### src/rtl/cfg_port_pkg.sv
// Package: shared selector codes for the configuration port.
// Assumes a 4-bit output source selector.
package cfg_port_pkg;

    localparam int SEL_W = 4;

    typedef enum logic [SEL_W-1:0] {
        SRC_FLOAT = 4'd0,
        SRC_RDBK  = 4'd1,
        SRC_LOW   = 4'd2,
        SRC_HIGH  = 4'd3,
        SRC_OSC   = 4'd4,
        SRC_IF    = 4'd5,
        SRC_LOCK  = 4'd8,
        SRC_CCO   = 4'd11
    } mfo_src_e;

endpackage

### src/rtl/cfg_sync_edge.sv
// Module: cfg_sync_edge
// Brings W asynchronous pins into the core clock domain through a
// STAGES-deep synchronizer and reports level, rising and falling edges.
// Assumes every pin stays stable for several core clocks between changes.
module cfg_sync_edge #(
    parameter int W      = 3,
    parameter int STAGES = 2
) (
    input  logic         clk,
    input  logic         rst_n,
    input  logic [W-1:0] din,
    output logic [W-1:0] lvl,
    output logic [W-1:0] rise,
    output logic [W-1:0] fall
);
    logic [W-1:0] stg [STAGES];
    logic [W-1:0] prev;

    // Synchronizer chain plus one delayed copy for edge detection
    always_ff @(posedge clk) begin
        if (!rst_n) begin
            for (int k = 0; k < STAGES; k++) stg[k] <= '0;
            prev <= '0;
        end else begin
            stg[0] <= din;
            for (int k = 1; k < STAGES; k++) stg[k] <= stg[k-1];
            prev <= stg[STAGES-1];
        end
    end

    // Edge flags derived from the settled level and its delayed copy
    always_comb begin
        lvl  = stg[STAGES-1];
        rise = lvl & ~prev;
        fall = ~lvl & prev;
    end
endmodule

### src/rtl/cfg_frame_rx.sv
// Module: cfg_frame_rx
// Shifts serial bits in on each shift-clock rise, counts clocks since the
// strobe fell, and classifies the frame when the strobe rises:
// exactly ADDR_W clocks is a read, FRAME_W or more is a write.
// Assumes edge inputs are single-cycle pulses that are already gated by the mode strap.
module cfg_frame_rx #(
    parameter int ADDR_W = 4,
    parameter int DATA_W = 12
) (
    input  logic              clk,
    input  logic              rst_n,
    input  logic              sclk_rise,
    input  logic              en_rise,
    input  logic              en_fall,
    input  logic              sdi,
    output logic              wr_stb,
    output logic [ADDR_W-1:0] wr_addr,
    output logic [DATA_W-1:0] wr_data,
    output logic              rd_stb,
    output logic [ADDR_W-1:0] rd_addr
);
    localparam int FRAME_W = ADDR_W + DATA_W;
    localparam int CNT_W   = $clog2(FRAME_W + 1);
    localparam logic [CNT_W-1:0] CNT_MAX = CNT_W'(FRAME_W);
    localparam logic [CNT_W-1:0] CNT_RD  = CNT_W'(ADDR_W);

    logic [FRAME_W-1:0] shreg;
    logic [CNT_W-1:0]   cnt;

    // Shift register keeps only the newest FRAME_W bits
    always_ff @(posedge clk) begin
        if (!rst_n)         shreg <= '0;
        else if (sclk_rise) shreg <= {shreg[FRAME_W-2:0], sdi};
    end

    // Saturating clock counter, cleared when a frame begins
    always_ff @(posedge clk) begin
        if (!rst_n)                           cnt <= '0;
        else if (en_fall)                     cnt <= '0;
        else if (sclk_rise && cnt != CNT_MAX) cnt <= cnt + 1'b1;
    end

    // Frame classification on the strobe's rising edge
    always_ff @(posedge clk) begin
        if (!rst_n) begin
            wr_stb  <= 1'b0;
            rd_stb  <= 1'b0;
            wr_addr <= '0;
            wr_data <= '0;
            rd_addr <= '0;
        end else begin
            wr_stb <= en_rise && (cnt == CNT_MAX);
            rd_stb <= en_rise && (cnt == CNT_RD);
            if (en_rise) begin
                wr_addr <= shreg[FRAME_W-1 -: ADDR_W];
                wr_data <= shreg[DATA_W-1:0];
                rd_addr <= shreg[ADDR_W-1:0];
            end
        end
    end
endmodule

### src/rtl/cfg_reg_bank.sv
// Module: cfg_reg_bank
// Holds 2**ADDR_W configuration registers of DATA_W bits each, with a
// reset value per register, one write port and one combinational read port.
// Assumes wr_en is a single-cycle pulse.
module cfg_reg_bank #(
    parameter int ADDR_W      = 4,
    parameter int DATA_W      = 12,
    parameter int SEL_REG     = 3,
    parameter int SEL_DEFAULT = 1
) (
    input  logic                              clk,
    input  logic                              rst_n,
    input  logic                              wr_en,
    input  logic [ADDR_W-1:0]                 wr_addr,
    input  logic [DATA_W-1:0]                 wr_data,
    input  logic [ADDR_W-1:0]                 rd_addr,
    output logic [DATA_W-1:0]                 rd_data,
    output logic [(1<<ADDR_W)*DATA_W-1:0]     regs_flat
);
    localparam int NUM_REGS = 1 << ADDR_W;

    logic [DATA_W-1:0] regs [NUM_REGS];

    for (genvar i = 0; i < NUM_REGS; i++) begin : g_reg
        localparam logic [DATA_W-1:0] RST_VAL =
            (i == SEL_REG) ? DATA_W'(SEL_DEFAULT) : '0;

        // One register: reset value or addressed write
        always_ff @(posedge clk) begin
            if (!rst_n)                                       regs[i] <= RST_VAL;
            else if (wr_en && wr_addr == ADDR_W'(i))          regs[i] <= wr_data;
        end

        assign regs_flat[i*DATA_W +: DATA_W] = regs[i];
    end

    assign rd_data = regs[rd_addr];
endmodule

### src/rtl/cfg_readback.sv
// Module: cfg_readback
// Loads a register word on a read strobe and presents it MSB first,
// shifting one bit on each falling shift-clock edge; zeros follow.
// Cleared when a new frame starts.
module cfg_readback #(
    parameter int DATA_W = 12
) (
    input  logic              clk,
    input  logic              rst_n,
    input  logic              load,
    input  logic [DATA_W-1:0] load_data,
    input  logic              sclk_fall,
    input  logic              en_fall,
    output logic              bit_out
);
    logic [DATA_W-1:0] rb;

    // Readback shifter: load, clear on new frame, shift on falling clock
    always_ff @(posedge clk) begin
        if (!rst_n)         rb <= '0;
        else if (load)      rb <= load_data;
        else if (en_fall)   rb <= '0;
        else if (sclk_fall) rb <= {rb[DATA_W-2:0], 1'b0};
    end

    assign bit_out = rb[DATA_W-1];
endmodule

### src/rtl/cfg_out_mux.sv
// Module: cfg_out_mux
// Picks the multi-function output source from a 4-bit selector code.
// Unlisted codes float the output. The data bit is driven low whenever the enable is low.
module cfg_out_mux
    import cfg_port_pkg::*;
(
    input  logic [SEL_W-1:0] sel,
    input  logic             rdbk_bit,
    input  logic             osc_in,
    input  logic             if_in,
    input  logic             lock_in,
    input  logic             cco_in,
    output logic             mfo_out,
    output logic             mfo_oe
);
    // Source decode
    always_comb begin
        mfo_out = 1'b0;
        mfo_oe  = 1'b1;
        case (sel)
            SRC_RDBK: mfo_out = rdbk_bit;
            SRC_LOW:  mfo_out = 1'b0;
            SRC_HIGH: mfo_out = 1'b1;
            SRC_OSC:  mfo_out = osc_in;
            SRC_IF:   mfo_out = if_in;
            SRC_LOCK: mfo_out = lock_in;
            SRC_CCO:  mfo_out = cco_in;
            default:  mfo_oe  = 1'b0;
        endcase
    end
endmodule

### src/rtl/serial_cfg_port.sv
// Module: serial_cfg_port (top)
// Three-wire configuration slave with register bank and a selectable
// multi-function output. Serial pins are oversampled by clk. A frame is
// committed on the strobe's rising edge. Assumes the serial clock runs
// several times slower than clk and that mode_sel is a quasi-static strap.
module serial_cfg_port #(
    parameter int ADDR_W      = 4,
    parameter int DATA_W      = 12,
    parameter int SYNC_STAGES = 2,
    parameter int SEL_REG     = 3,
    parameter int SEL_LSB     = 0,
    parameter int SEL_DEFAULT = 1
) (
    input  logic                          clk,
    input  logic                          rst_n,
    input  logic                          mode_sel,
    input  logic                          ser_en,
    input  logic                          ser_dat,
    input  logic                          ser_clk,
    input  logic                          osc_in,
    input  logic                          if_in,
    input  logic                          lock_in,
    input  logic                          cco_in,
    output logic                          mfo_out,
    output logic                          mfo_oe,
    output logic [(1<<ADDR_W)*DATA_W-1:0] cfg_regs
);
    import cfg_port_pkg::*;

    localparam int PIN_CLK = 0;
    localparam int PIN_DAT = 1;
    localparam int PIN_EN  = 2;

    logic [2:0]        pin_lvl, pin_rise, pin_fall;
    logic              sclk_rise, sclk_fall, en_rise, en_fall;
    logic              wr_stb, rd_stb;
    logic [ADDR_W-1:0] wr_addr, rd_addr;
    logic [DATA_W-1:0] wr_data, rd_data;
    logic              rdbk_bit;
    logic [SEL_W-1:0]  sel_code;

    cfg_sync_edge #(.W(3), .STAGES(SYNC_STAGES)) u_sync (
        .clk  (clk),
        .rst_n(rst_n),
        .din  ({ser_en, ser_dat, ser_clk}),
        .lvl  (pin_lvl),
        .rise (pin_rise),
        .fall (pin_fall)
    );

    // Serial events only count while the mode strap is high
    always_comb begin
        sclk_rise = pin_rise[PIN_CLK] & mode_sel;
        sclk_fall = pin_fall[PIN_CLK] & mode_sel;
        en_rise   = pin_rise[PIN_EN]  & mode_sel;
        en_fall   = pin_fall[PIN_EN]  & mode_sel;
    end

    cfg_frame_rx #(.ADDR_W(ADDR_W), .DATA_W(DATA_W)) u_rx (
        .clk      (clk),
        .rst_n    (rst_n),
        .sclk_rise(sclk_rise),
        .en_rise  (en_rise),
        .en_fall  (en_fall),
        .sdi      (pin_lvl[PIN_DAT]),
        .wr_stb   (wr_stb),
        .wr_addr  (wr_addr),
        .wr_data  (wr_data),
        .rd_stb   (rd_stb),
        .rd_addr  (rd_addr)
    );

    cfg_reg_bank #(
        .ADDR_W(ADDR_W), .DATA_W(DATA_W),
        .SEL_REG(SEL_REG), .SEL_DEFAULT(SEL_DEFAULT)
    ) u_bank (
        .clk      (clk),
        .rst_n    (rst_n),
        .wr_en    (wr_stb & mode_sel),
        .wr_addr  (wr_addr),
        .wr_data  (wr_data),
        .rd_addr  (rd_addr),
        .rd_data  (rd_data),
        .regs_flat(cfg_regs)
    );

    cfg_readback #(.DATA_W(DATA_W)) u_rdbk (
        .clk      (clk),
        .rst_n    (rst_n),
        .load     (rd_stb & mode_sel),
        .load_data(rd_data),
        .sclk_fall(sclk_fall),
        .en_fall  (en_fall),
        .bit_out  (rdbk_bit)
    );

    assign sel_code = cfg_regs[SEL_REG*DATA_W + SEL_LSB +: SEL_W];

    cfg_out_mux u_mux (
        .sel     (sel_code),
        .rdbk_bit(rdbk_bit),
        .osc_in  (osc_in),
        .if_in   (if_in),
        .lock_in (lock_in),
        .cco_in  (cco_in),
        .mfo_out (mfo_out),
        .mfo_oe  (mfo_oe)
    );
endmodule

### config.mk
export PLATFORM = sky130hd
export DESIGN_NAME = serial_cfg_port
export DESIGN_NICKNAME = d
export VERILOG_FILES = /design/src/rtl/cfg_port_pkg.sv /design/src/rtl/cfg_sync_edge.sv /design/src/rtl/cfg_frame_rx.sv /design/src/rtl/cfg_reg_bank.sv /design/src/rtl/cfg_readback.sv /design/src/rtl/cfg_out_mux.sv /design/src/rtl/serial_cfg_port.sv
export SDC_FILE = /design/constraint.sdc
export NUM_CORES = 1
export LEC_CHECK = 0
export BUFFER_PORTS_ARGS = -buffer_cell sky130_fd_sc_hd__buf_2
export CAP_MARGIN = 0
export CELL_PAD_IN_SITES_DETAIL_PLACEMENT = 1
export CELL_PAD_IN_SITES_GLOBAL_PLACEMENT = 1
export CORE_MARGIN = 10
export CORE_UTILIZATION = 41
export DETAILED_ROUTE_END_ITERATION = 16
export PLACE_DENSITY_LB_ADDON = 0.12
export SYNTH_ARGS = -nofsm -noshare
export SYNTH_HDL_FRONTEND = slang
export SYNTH_SLANG_ARGS = --single-unit
### constraint.sdc
create_clock -name clk -period 2.3 [get_ports clk]
set_input_delay 0.23 -clock clk [delete_from_list [all_inputs] [get_ports clk]]
set_output_delay 0.23 -clock clk [all_outputs]
set_load 0.005 [all_outputs]
# [Yosys cells after proc, flatten, opt, wreduce, memory -nomap -nowiden]
# Memory sizes are Yosys's and may differ from the RTL's. A register that Yosys moved wholly into a read port is not among the register bits.
# Cells that the tools add are included.
[op_classes] add_sub_neg=1 n_reduce_logical=23 eq_ne=25 mux=75 n_bitwise=29
[ops] operator="2-to-1 mux 12 bit" count=19
[ops] operator="2-to-1 mux 1 bit" count=51
[ops] operator="equality test 4 bit, second input constant" count=10
[ops] operator="equality test 4 x 3 -> 1 bit, second input constant" count=6
[ops] operator="logical AND 1 bit" count=19
[ops] operator="bitwise OR 1 bit" count=18
[ops] operator="equality test 4 x 2 -> 1 bit, second input constant" count=4
[ops] operator="equality test 4 x 1 -> 1 bit, second input constant" count=2
[ops] operator="2-to-1 mux 4 bit" count=2
[ops] operator="OR reduction 7 bit" count=1
[ops] operator="AND 1 bit" count=6
[ops] operator="AND 3 bit" count=2
[ops] operator="2-to-1 mux 3 bit" count=2
[ops] operator="NOT 3 bit" count=2
[ops] operator="case mux 1 bit (6 select lines)" count=1
[ops] operator="adder 5 x 1 -> 5 bit, second input constant" count=1
[ops] operator="equality test 5 x 3 -> 1 bit, second input constant" count=1
[ops] operator="equality test 5 bit, second input constant" count=1
[ops] operator="inequality test 5 bit, second input constant" count=1
[ops] operator="logical NOT 4 bit" count=1
[ops] operator="nonzero test 3 bit" count=1
[ops] operator="OR reduction 2 bit" count=1
[ops] operator="NOT 1 bit" count=1
[totals] reg_bits=58 elab_cells=164 mem_bits_rw=198 inputBits=10 n_memories=2
[mem_list] memory="u_bank.regs" depth=16 width=12 rd=17 rd_ports_with_merged_regs=1 write_ports=16 line_no="cfg_reg_bank.sv:22" source="logic [DATA_W-1:0] regs [NUM_REGS];"
[mem_list] memory="u_sync.stg" depth=2 width=3 rd=2 rd_ports_with_merged_regs=0 write_ports=2 line_no="cfg_sync_edge.sv:16" source="logic [W-1:0] stg [STAGES];"

# [Depth between registers and ports, before layout]
# Gate-level depths: netlist (run 1).
[depth] ltp_word=6 depth_mapped=7 mapped_depth_nobuf=6

# [Modules after synthesis]
# A second synthesis (run 1) with hierarchy kept.
[unflattened] cells_unflattened=813 hier_area_um2=11305.8
[by_module_without_submodules] module="cfg_reg_bank" n_inst=1 cells_each=562 seq_area_each_um2=5765.5 area_per_inst_um2=8813.5
[by_module_without_submodules] module="cfg_frame_rx" n_inst=1 cells_each=141 seq_area_each_um2=780.7 area_per_inst_um2=1560.2
[by_module_without_submodules] module="cfg_readback" n_inst=1 cells_each=64 seq_area_each_um2=240.2 area_per_inst_um2=509.2
[by_module_without_submodules] module="cfg_sync_edge" n_inst=1 cells_each=27 seq_area_each_um2=180.2 area_per_inst_um2=296.5
[by_module_without_submodules] module="cfg_out_mux" n_inst=1 cells_each=13 seq_area_each_um2=0.0 area_per_inst_um2=88.8
[by_module_without_submodules] module="serial_cfg_port" n_inst=1 cells_each=6 seq_area_each_um2=0.0 area_per_inst_um2=37.5

# [Worst setup path after synthesis (run 1)]
# Ideal clock, no wire load.
[synth_timing] path_kind="register to register" from="register u_rx.wr_stb" to="memory u_bank.regs[12][0], enable pin" arrival_ns=1.832 slack_ns=0.070 stages_incl_launch_ff=5 path_cell_list="dfxtp_1 -> nand2_1 -> or3_1 -> buf_6 -> o21ai_0"
[synth_lines] element="start: declaration" line_no="cfg_frame_rx.sv:16" source="output logic wr_stb,"
[synth_lines] element="start signal: assignment" line_no="cfg_frame_rx.sv:52" source="wr_stb <= en_rise && (cnt == CNT_MAX);"
[synth_lines] element="end: declaration" line_no="cfg_reg_bank.sv:22"

==> metrics.txt, run 1 <==
outcome=finished clean; routability congestion estimate from global placement=0.811; setup repair after global routing missed its margin=false; CTS tree=yes; number of failing hold endpoints at the final stage=0; Post-Synth Simple-Gate Area=17.3%; cell types with the highest counts after synthesis=sky130_fd_sc_hd__and2_1, sky130_fd_sc_hd__edfxtp_1, sky130_fd_sc_hd__nand2_1, sky130_fd_sc_hd__dfxtp_1, sky130_fd_sc_hd__mux2i_1; number of nets in the finished design=1076; Clock Root Buffer=sky130_fd_sc_hd__clkbuf_16; worst-case vdd ir drop=438 uV; PwrDens=728 nW/um^2; vias per std cell=5.32; flop and latch count out of synthesis=255; vias in the first global route=8180; die area=35000 um^2; share of flip-flops with an asynchronous set or reset after synthesis=0%; post-synthesis xor/xnor area fraction=0.382%; First-pass DRT Iterations=5; adder and majority cell fraction of the synthesized area=0.218%; synthesized net count=859; wire length of the first global-routing pass=55100 um; register area share after synthesis=61.3%; aggregate global-route resource usage=20.8%; FMAX=472 MHz; fraction of post-synthesis cell area in the top cell type by area=50.3%; data arrival at the endpoint of the critical path=1.89 ns; Bufs on Longest Clock Path=3; PnR worst setup slack=0.183 ns; type of the tightest min-delay check=input port to register; max capacitance violation total=0; Avg WL per Cell=25.8 um; number of buffers added for setup after CTS=0; Setup WS pre-CTS=0.415 ns; worst rel slew slack=49.1%; mean area per synthesized cell=13.5 um^2; cell types occupying the most area after synthesis=sky130_fd_sc_hd__edfxtp_1, sky130_fd_sc_hd__dfxtp_1, sky130_fd_sc_hd__and2_1; initial core utilization=41.4%; core box area=27700 um^2; fraction of synthesized area in multiplexers=12.6%; initial detailed-routing violation count=659; R2R setup slack=0.41 ns; period utilisation layout=92.1%; fraction of final layout cells sized beyond drive strength 1=30.8%; number of synthesized flops with an enable pin=192; Die Height=187 um; sum of negative setup slack=0 ns; maximum net fanout on the critical path=7; Sinks on Clock Net=255; post-synthesis cell count=847; port buffer count=203; highest-delay cell along the critical path=sky130_fd_sc_hd__or4_1; total grt overflow=0; final core utilization=50.0%; number of endpoints failing setup at the final stage=0; Resized Gates After CTS=0; via total after detailed routing=7783; Layout Skew=0.0187 ns; total CTS buffers=28; clock-pin slew on the worst setup and hold paths=0.06 ns; dominant combinational cell family by area after synthesis=simple AND/OR/NAND/NOR gates; required time reported for the critical path endpoint=2.07 ns; leakage power summed over all cells=5.14 nW; post-detailed-placement half-perimeter wirelength=27100 um; post-synthesis cell type with the largest combined area=sky130_fd_sc_hd__edfxtp_1; worst setup path category=register to primary output; H-tree level count=1; ordered list of cells on the worst path=or4_1 > nand2_1 > a21oi_1 > buf_2; compound-cell area share of the yosys netlist=4.73%; largest net degree at the start of global routing=43; final critical path time including I/O delays and setup=2.12 ns; Worst path max stage delay=0.58 ns; number of nets with antenna violations after detailed routing=0; count of standard-cell rows=61; Total Routed Length=37700 um; crit start category=register; antenna fix cells=0; number of warnings issued by yosys=0; initial antenna violation count=0; critical path endpoint category=primary output; Worst-Margin Slew=0.763 ns; most frequently used cell type in the post-synthesis netlist=sky130_fd_sc_hd__and2_1; Distinct cells, synth=46; overall power consumption=0.0101 W; final max-slew violation count=0; Horiz. Die Dim=187 um; # IOs=204; Post-Syn Area=11500 um^2; Area growth, synth to finish=20.9%; insertion delay to the later sink of the worst-skew pair=0.55 ns; post-detailed-route DRC marker count=0; Most used DFF post-synth=sky130_fd_sc_hd__edfxtp_1
==> stage by stage <==
step | cells | cell area (um^2) | hold WS [ns]
2_1_floorplan | 847 | 11500 | 0.357
4_1_cts | 1463 | 13800 | 0.150
5_1_grt | 1463 | 13800 | 0.171
3_5_place_dp | 1409 | 12900 | 0.424
3_3_place_gp | 1409 | 12900 | 0.415
6_report | 1463 | 13800 | 0.184
==> path summary, 6_finish.rpt <==
kind	start	depth (start not counted)	end
worst min-delay path	rst_n	2	u_bank.regs[6][10]
worst max register to register	u_rx.wr_addr[0]	5	u_bank.regs[7][7]
worst min register to register	u_sync.stg[0][1]	1	u_sync.stg[0][4]
worst max-delay path	u_bank.regs[3][2]	4	mfo_oe
==> kinds of logic after synthesis <==
| group | count (synthesis) |
|---|---|
| and+or+nand+nor | 348 |
| DFF | 255 |
| muxes | 88 |
| AOI/OAI and AO/OA | 81 |
| buffers and inverters | 68 |
| xor gates and xnor gates | 5 |
| adders and majority gates | 2 |
==> worst max-delay path, delay by kind of cell, from the launching register on <==
family	cells	cell delay [ns]
compound gates	1	0.04
buf+inv	1	0.14
simple gates	2	0.66
flops	1	0.52
==> what timing repair did <==
item,4_1_cts,5_1_grt
endpoints found under the setup margin,0,0
hold buffers,3,0
hold endpoints to repair,3,0
==> final cells by class <==
class | count | area [um^2]
Multi-Input combinational cell | 524 | 4030
Fill cell | 2867 | 13900
Sequential cell | 255 | 7030
Inverter | 3 | 11.3
Clock inverter | 10 | 73.8
Timing Repair Buffer | 252 | 1430
Clock buffer | 41 | 801
Tap cell | 378 | 473
==> per-layer routing <==
layer | GRT usage, % | vias up | wire length (um)
met5 | 0 | - | 0
met1 | 27.7 | 4019 | 16600
met2 | 35.3 | 236 | 18600
met3 | 3.41 | 35 | 2120
li1 | - | 3493 | -
met4 | 3.23 | 0 | 407
==> registers in the layout (all words and copies together), names as in the netlist, 3 cells and up, named ones only <==
| signal | count |
|---|---|
| u_rx.shreg | 16 |
| u_rx.cnt | 5 |
| u_rx.wr_data | 9 |
| u_rdbk.rb | 12 |
| u_rx.rd_addr | 3 |
| u_rx.wr_addr | 4 |
| u_bank.regs | 192 |
| u_sync.stg | 6 |
==> layout by cell type (no fill, tap or decap), types with 4 or more instances in the layout <==
cell                        synthesis  routed
sky130_fd_sc_hd__a21oi_1           12      12
sky130_fd_sc_hd__a21boi_0          32      32
sky130_fd_sc_hd__nand4_1            7       7
sky130_fd_sc_hd__nor2_1            23      23
sky130_fd_sc_hd__nand3b_1           5       5
sky130_fd_sc_hd__clkbuf_1          31       9
sky130_fd_sc_hd__nor2_4             4       4
sky130_fd_sc_hd__dfxtp_1           63      60
sky130_fd_sc_hd__nand3_1            8       8
sky130_fd_sc_hd__mux2_2             8       8
sky130_fd_sc_hd__a221oi_1           8       8
sky130_fd_sc_hd__edfxtp_1         192     192
sky130_fd_sc_hd__nand2_1           78      78
sky130_fd_sc_hd__a22oi_1            4       4
sky130_fd_sc_hd__mux2i_1           40      40
sky130_fd_sc_hd__buf_2              6     203
sky130_fd_sc_hd__clkinv_2           0       8
sky130_fd_sc_hd__and2_1           200     200
sky130_fd_sc_hd__o21ai_1            0      16
sky130_fd_sc_hd__mux4_2            27      27
sky130_fd_sc_hd__mux4_1            13      13
sky130_fd_sc_hd__buf_4             10      43
sky130_fd_sc_hd__clkbuf_16          0      29
==> report_power, final <==
group	switching [W]	internal [W]	total, W
combinational	0.000288	0.000230	0.000517
clock	0.00179	0.00251	0.00430
sequential	0.000143	0.00512	0.00526
No activity file was read; power rests on OpenSTA's default activity.
==> run 2: changes to the inputs <==
==> constraint.sdc (replaced) <==
create_clock -name clk -period 2.3 [get_ports clk]
set_input_delay 0.23 -clock clk [delete_from_list [all_inputs] [get_ports clk]]
set_output_delay 0.23 -clock clk [all_outputs]
set_load 0.1 [all_outputs]
==> run 2 against run 1 <==
Worst hold slack got worse by 0.024 ns. Total power increased by 14%. Clock skew decreased by 0.0081 ns. Utilization increased by 0.51 points. Register-to-register slack improved by 0.03 ns. Sequential cell count unchanged. Highest routed layer unchanged. Largest cell class unchanged. Combinational power increased to 3.6 times the previous value. Via count increased by 2.5%. First-iteration DRC count decreased by 8.3%. Global-route usage increased by 0.61 points. Clock power increased by 1%. Setup slack got worse by 0.091 ns.
==> metrics.txt, run 2 (synthesis gave the netlist of run 1 again) <==
worst rel slew slack=46.9%; initial core utilization=41.4%; worst hold path cell count=2; register name with the most flops=u_bank.regs; H-tree level count=1; number of nets with antenna violations after detailed routing=0; die area=35000 um^2; insertion delay to the later sink of the worst-skew pair=0.54 ns; vias in the first global route=8293; # IOs=204; Total Routed Length=38700 um; fraction of power spent switching nets=30.8%; setup repair after global routing missed its margin=false; registers with the highest flip-flop counts=u_bank.regs x192, u_rx.shreg x16, u_rdbk.rb x12; clock-pin slew on the worst setup and hold paths=0.06 ns; post-detailed-placement half-perimeter wirelength=27600 um; count of standard-cell rows=61; PnR worst setup slack=0.0913 ns; Bufs on Longest Clock Path=3; total CTS buffers=28; via total after detailed routing=7976; worst reg2reg endpoint=u_rdbk.rb[9]; Horiz. Die Dim=187 um; routability congestion estimate from global placement=0.794; overall power consumption=0.0115 W; max FFs per register=192; core box area=27700 um^2; leakage power summed over all cells=5.20 nW; wire length of the first global-routing pass=56700 um; number of nets in the finished design=1089; Post-Layout Cell Count=1476; critical path endpoint category=primary output; largest net degree at the start of global routing=45; post-detailed-route DRC marker count=0; total grt overflow=0; First-pass DRT Iterations=5; Avg WL per Cell=26.2 um; final critical path time including I/O delays and setup=2.21 ns; period utilisation layout=96.0%; worst-case vdd ir drop=717 uV; number of failing hold endpoints at the final stage=0; outcome=finished clean; proportion of power drawn by combinational gates=16.1%; port buffer count=203; Setup WS pre-CTS=0.380 ns; switching power=0.00353 W; placed insts=1414; maximum net fanout on the critical path=8; PwrDens=819 nW/um^2; CTS tree=yes; Worst path max stage delay=0.51 ns; crit start category=register; final core utilization=50.5%; vias per std cell=5.40; kind of cell with the highest combined delay on the critical path=simple AND/OR/NAND/NOR gates; Worst Path Buf+Inv=1; Clock Root Buffer=sky130_fd_sc_hd__clkbuf_16; required time reported for the critical path endpoint=2.07 ns; commonest non-fill, non-tap cell in the layout=sky130_fd_sc_hd__buf_2; power share of the sequential group=45.9%; fraction of final layout cells sized beyond drive strength 1=31.3%; relative contribution of the clock network to total power=38.0%; placed standard-cell area=13000 um^2; most used cells in the layout excluding fill and tap cells=sky130_fd_sc_hd__buf_2, sky130_fd_sc_hd__and2_1, sky130_fd_sc_hd__edfxtp_1; Worst-Margin Slew=0.796 ns; depth of the most critical reg-to-reg path=3; post-route cell area=14000 um^2; final max-slew violation count=0; initial antenna violation count=1; launch instance of the worst min-delay path=rst_n; initial detailed-routing violation count=604; FMAX=453 MHz; Die Height=187 um; Filler cells=2884; total internal power=0.00793 W; aggregate global-route resource usage=21.4%; Area growth, synth to finish=22.1%; Sinks on Clock Net=255; number of endpoints failing setup at the final stage=0; type of the tightest min-delay check=input port to register; max capacitance violation total=0; worst setup path category=register to primary output; data arrival at the endpoint of the critical path=1.98 ns; Layout Skew=0.0106 ns; ordered list of cells on the worst path=or4_1 > nand2_1 > a21oi_4 > clkbuf_4; highest-delay cell along the critical path=sky130_fd_sc_hd__edfxtp_1; endpoint with the worst hold slack=u_rx.wr_addr[3]; R2R setup slack=0.44 ns
run 2: changes by cell type in the layout (fill, tap and decap cells not counted), moves of 2 or more:
cell / delta
sky130_fd_sc_hd__buf_4: +12
sky130_fd_sc_hd__clkbuf_8: -2
sky130_fd_sc_hd__clkinv_2: -5
sky130_fd_sc_hd__buf_2: -2
sky130_fd_sc_hd__clkbuf_1: +4
run 2: layer usage:
metal  vias to the layer above  track usage (%)  wire length (um)
met1                      4136             27.2             16200
met3                        36             3.62              2550
met5                         -                0                 0
met4                         0             4.44               594
met2                       294             37.3             19400
li1                       3510                -                 -
run 2: worst max-delay path by stage:
stage	from	end	cells past startpoint
after floorplan	u_bank.regs[3][0]	mfo_out	5
after global placement	mode_sel	u_bank.regs[12][7]	5
after detailed placement	mode_sel	u_bank.regs[7][7]	4
after CTS	u_bank.regs[3][1]	mfo_oe	4
after global routing	u_bank.regs[3][1]	mfo_oe	4
final	u_bank.regs[3][1]	mfo_oe	4
run 2: metrics by stage:
stage | setup TNS [ns] | hold WS, ns
after CTS | 0 | 0.135
after floorplan | -0.0581 | 0.357
after detailed placement | 0 | 0.434
final | 0 | 0.160
after global placement | 0 | 0.420
after global routing | 0 | 0.167
run 2: worst register-to-register path, stage by stage (launching register included):
cell and delay (ns):
sky130_fd_sc_hd__dfxtp_2 0.66, sky130_fd_sc_hd__mux4_2 0.59, sky130_fd_sc_hd__mux2i_1 0.31, sky130_fd_sc_hd__a221oi_1 0.15
run 2: power by group through the flow:
stage | Sequential (W) | Clock [W] | Combinational (W)
2_1_floorplan | 0.00660 | 0 | 0.000208
3_3_place_gp | 0.00536 | 0 | 0.00183
3_5_place_dp | 0.00536 | 0 | 0.00184
4_1_cts | 0.00526 | 0.00442 | 0.00186
5_1_grt | 0.00528 | 0.00462 | 0.00189
6_report | 0.00526 | 0.00435 | 0.00185
run 2: final cells by class:
| type | instances | area (um^2) | share of cell area, % |
|---|---|---|---|
| antenna | 1 | 2.50 | 0.0179 |
| sequential | 255 | 7030 | 50.3 |
| inverter | 3 | 11.3 | 0.0805 |
| multi-input combinational | 524 | 4060 | 29.0 |
| clock inverter | 7 | 82.6 | 0.590 |
| tap | 378 | 473 | 3.38 |
| timing repair buffer | 265 | 1550 | 11.1 |
| clock buffer | 43 | 788 | 5.63 |
run 2: timing repair:
action / 4_1_cts / 5_1_grt
gates resized for setup: 1 / 2
setup buffers: 5 / 3
endpoints found under the hold margin: 3 / 0
gates cloned: 0 / 0
hold buffers: 3 / 0
endpoints found under the setup margin: 2 / 2
==> run 3: changes to the inputs <==
--- a/config.mk
+++ b/config.mk
@@ -5,12 +5,13 @@
 export SDC_FILE = /design/constraint.sdc
 export NUM_CORES = 1
 export LEC_CHECK = 0
+export ABC_AREA = 1
 export BUFFER_PORTS_ARGS = -buffer_cell sky130_fd_sc_hd__buf_2
 export CAP_MARGIN = 0
 export CELL_PAD_IN_SITES_DETAIL_PLACEMENT = 1
 export CELL_PAD_IN_SITES_GLOBAL_PLACEMENT = 1
 export CORE_MARGIN = 10
-export CORE_UTILIZATION = 41
+export CORE_UTILIZATION = 42
 export DETAILED_ROUTE_END_ITERATION = 16
 export PLACE_DENSITY_LB_ADDON = 0.12
 export SYNTH_ARGS = -nofsm -noshare
==> constraint.sdc (replaced) <==
create_clock -name clk -period 2.2 [get_ports clk]
set_input_delay 0.22 -clock clk [delete_from_list [all_inputs] [get_ports clk]]
set_output_delay 0.22 -clock clk [all_outputs]
set_load 0.1 [all_outputs]
==> run 3 against run 2 <==
Cell area down 2.0%. Utilization up 2.1 points. Total power up 4.1%.
==> metrics.txt, run 3 <==
Post-Synth Simple-Gate Area=20.1%; sum of met3 wire segment lengths after detailed routing=3300 um; FMAX=473 MHz; type of the tightest min-delay check=input port to register; Total Routed Length=41600 um; maximum net fanout on the critical path=5; critical path endpoint category=primary output; clock-pin slew on the worst setup and hold paths=0.06 ns; post-synthesis xor/xnor area fraction=0%; number of nets with antenna violations after detailed routing=0; max layer used=met5; PnR worst setup slack=0.0843 ns; number of nets in the finished design=1400; post-synthesis cell type with the largest combined area=sky130_fd_sc_hd__edfxtp_1; Die Height=183 um; most used cells in the layout excluding fill and tap cells=sky130_fd_sc_hd__nor2_1, sky130_fd_sc_hd__buf_2, sky130_fd_sc_hd__edfxtp_1; fraction of synthesized area in multiplexers=0%; crit start category=register; setup repair after global routing missed its margin=true; antenna fix cells=0; Distinct cells, synth=28; via total after detailed routing=9599; final max-slew violation count=0; max FFs per register=192; registers with the highest flip-flop counts=u_bank.regs x192, u_rx.shreg x16, u_rdbk.rb x12; core box area=26100 um^2; post-synthesis cell count=1176; Area growth, synth to finish=23.5%; endpoint of the worst setup timing path=mfo_oe; final core utilization=52.6%; number of synthesized flops with an enable pin=192; wire length of the first global-routing pass=62400 um; fraction of post-synthesis cell area in the top cell type by area=51.9%; startpoint of the worst setup timing path=u_bank.regs[3][3]; count of standard-cell rows=59; Setup WS pre-CTS=0.297 ns; max capacitance violation total=0; Avg WL per Cell=23.9 um; Worst-Margin Slew=0.793 ns; initial antenna violation count=3; synthesized net count=1188; period utilisation layout=96.2%; largest net degree at the start of global routing=103; CTS tree=yes; total CTS buffers=28; worst rel slew slack=46.8%; initial detailed-routing violation count=804; Clock Root Buffer=sky130_fd_sc_hd__clkbuf_16; worst hold slack=0.255 ns; H-tree level count=1; First-pass DRT Iterations=5; worst setup path category=register to primary output; depth of the most critical reg-to-reg path=8; total grt overflow=0; launch instance of the worst min-delay path=mode_sel; port buffer count=203; insertion delay to the later sink of the worst-skew pair=0.54 ns; initial core utilization=42.6%; dominant combinational cell family by area after synthesis=simple AND/OR/NAND/NOR gates; Most used DFF post-synth=sky130_fd_sc_hd__edfxtp_1; compound-cell area share of the yosys netlist=10.9%; routed length on met2=20600 um; adder and majority cell fraction of the synthesized area=0.225%; final critical path time including I/O delays and setup=2.12 ns; die area=33400 um^2; outcome=finished clean; # IOs=204; cell types with the highest counts after synthesis=sky130_fd_sc_hd__nor2_1, sky130_fd_sc_hd__edfxtp_1, sky130_fd_sc_hd__o21ai_0, sky130_fd_sc_hd__nand2_1, sky130_fd_sc_hd__nand3_1; flop and latch count out of synthesis=255; Horiz. Die Dim=183 um; share of flip-flops with an asynchronous set or reset after synthesis=0%; data arrival at the endpoint of the critical path=1.90 ns; aggregate global-route resource usage=24.2%; post-detailed-placement half-perimeter wirelength=29600 um; vias in the first global route=10100; commonest non-fill, non-tap cell in the layout=sky130_fd_sc_hd__nor2_1; most frequently used cell type in the post-synthesis netlist=sky130_fd_sc_hd__nor2_1; Sinks on Clock Net=255; vias per std cell=5.50; number of endpoints failing setup at the final stage=0; PwrDens=870 nW/um^2; mean area per synthesized cell=9.45 um^2; post-detailed-route DRC marker count=0; R2R setup slack=0.28 ns; worst-case vdd ir drop=475 uV; Layout Skew=0.00936 ns; register name with the most flops=u_bank.regs; routability congestion estimate from global placement=0.869; cell types occupying the most area after synthesis=sky130_fd_sc_hd__edfxtp_1, sky130_fd_sc_hd__nor2_1, sky130_fd_sc_hd__dfxtp_1; number of failing hold endpoints at the final stage=0; fraction of final layout cells sized beyond drive strength 1=22.8%; register area share after synthesis=63.3%; Post-Syn Area=11100 um^2; number of warnings issued by yosys=0; met1 layer wirelength in the final routing=17200 um; origin of the critical flop-to-flop path=u_sync.stg[0][5]; leakage power summed over all cells=5.53 nW; Bufs on Longest Clock Path=3; sum of negative setup slack=0 ns; required time reported for the critical path endpoint=1.98 ns; worst reg2reg endpoint=u_rdbk.rb[2]
## run 3: logic make-up (layout without fill, tap and decap cells)
logic type | after synthesis | in the layout
buf+inv | 152 | 386
simple gates | 554 | 554
fa+ha+maj | 2 | 2
flops | 255 | 255
compound gates | 213 | 213
## run 3: where the power goes
group	switching (W)	internal, W	leakage, nW	total (W)
Clock	0.00196	0.00291	0.462	0.00486
Sequential	0.000115	0.00531	2.49	0.00543
Combinational	0.00141	0.000240	2.58	0.00165
## run 3: stage by stage
step	std cells	total power [W]	cell area, um^2
2_1_floorplan	1176	0.00676	11100
5_1_grt	1745	0.0122	13700
3_5_place_dp	1684	0.00716	12700
3_3_place_gp	1684	0.00715	12700
4_1_cts	1741	0.0120	13700
6_report	1745	0.0119	13700
## run 3: worst max-delay path: stages, from the launching register on
cell and delay (ns):
sky130_fd_sc_hd__edfxtp_1 0.44, sky130_fd_sc_hd__inv_2 0.10, sky130_fd_sc_hd__nor3_2 0.30, sky130_fd_sc_hd__o21ai_1 0.17, sky130_fd_sc_hd__o31ai_4 0.10, sky130_fd_sc_hd__buf_8 0.24
## run 3: timing repair
action                                  in CTS  in global routing
endpoints found under the hold margin        5                  0
setup buffers                                0                  4
resized for setup                            5                  1
hold buffers                                 5                  0
endpoints found under the setup margin       2                  2
## run 3: layout make-up
class / count / area, um^2
Inverter: 70 / 263
Clock inverter: 18 / 196
Sequential cell: 255 / 7030
Fill cell: 3055 / 12300
Multi-Input combinational cell: 769 / 3500
Timing Repair Buffer: 264 / 1550
Tap cell: 335 / 419
Clock buffer: 34 / 754
## run 3: routing by layer
metal	up-vias	track usage [%]
li1	4385	-
met1	4809	31.5
met3	43	4.89
met5	-	0
met4	2	5.08
met2	360	40.8
## run 3: worst min-delay path by stage
stage	endpoint	slack, ns	depth (start not counted)
final	u_rx.shreg[10]	0.25	5
after global routing	u_rx.shreg[10]	0.28	5
after CTS	u_rx.wr_addr[1]	0.24	5
after detailed placement	u_sync.stg[0][5]	0.40	2
after global placement	u_sync.stg[0][5]	0.40	2
after floorplan	u_sync.stg[0][0]	0.32	2
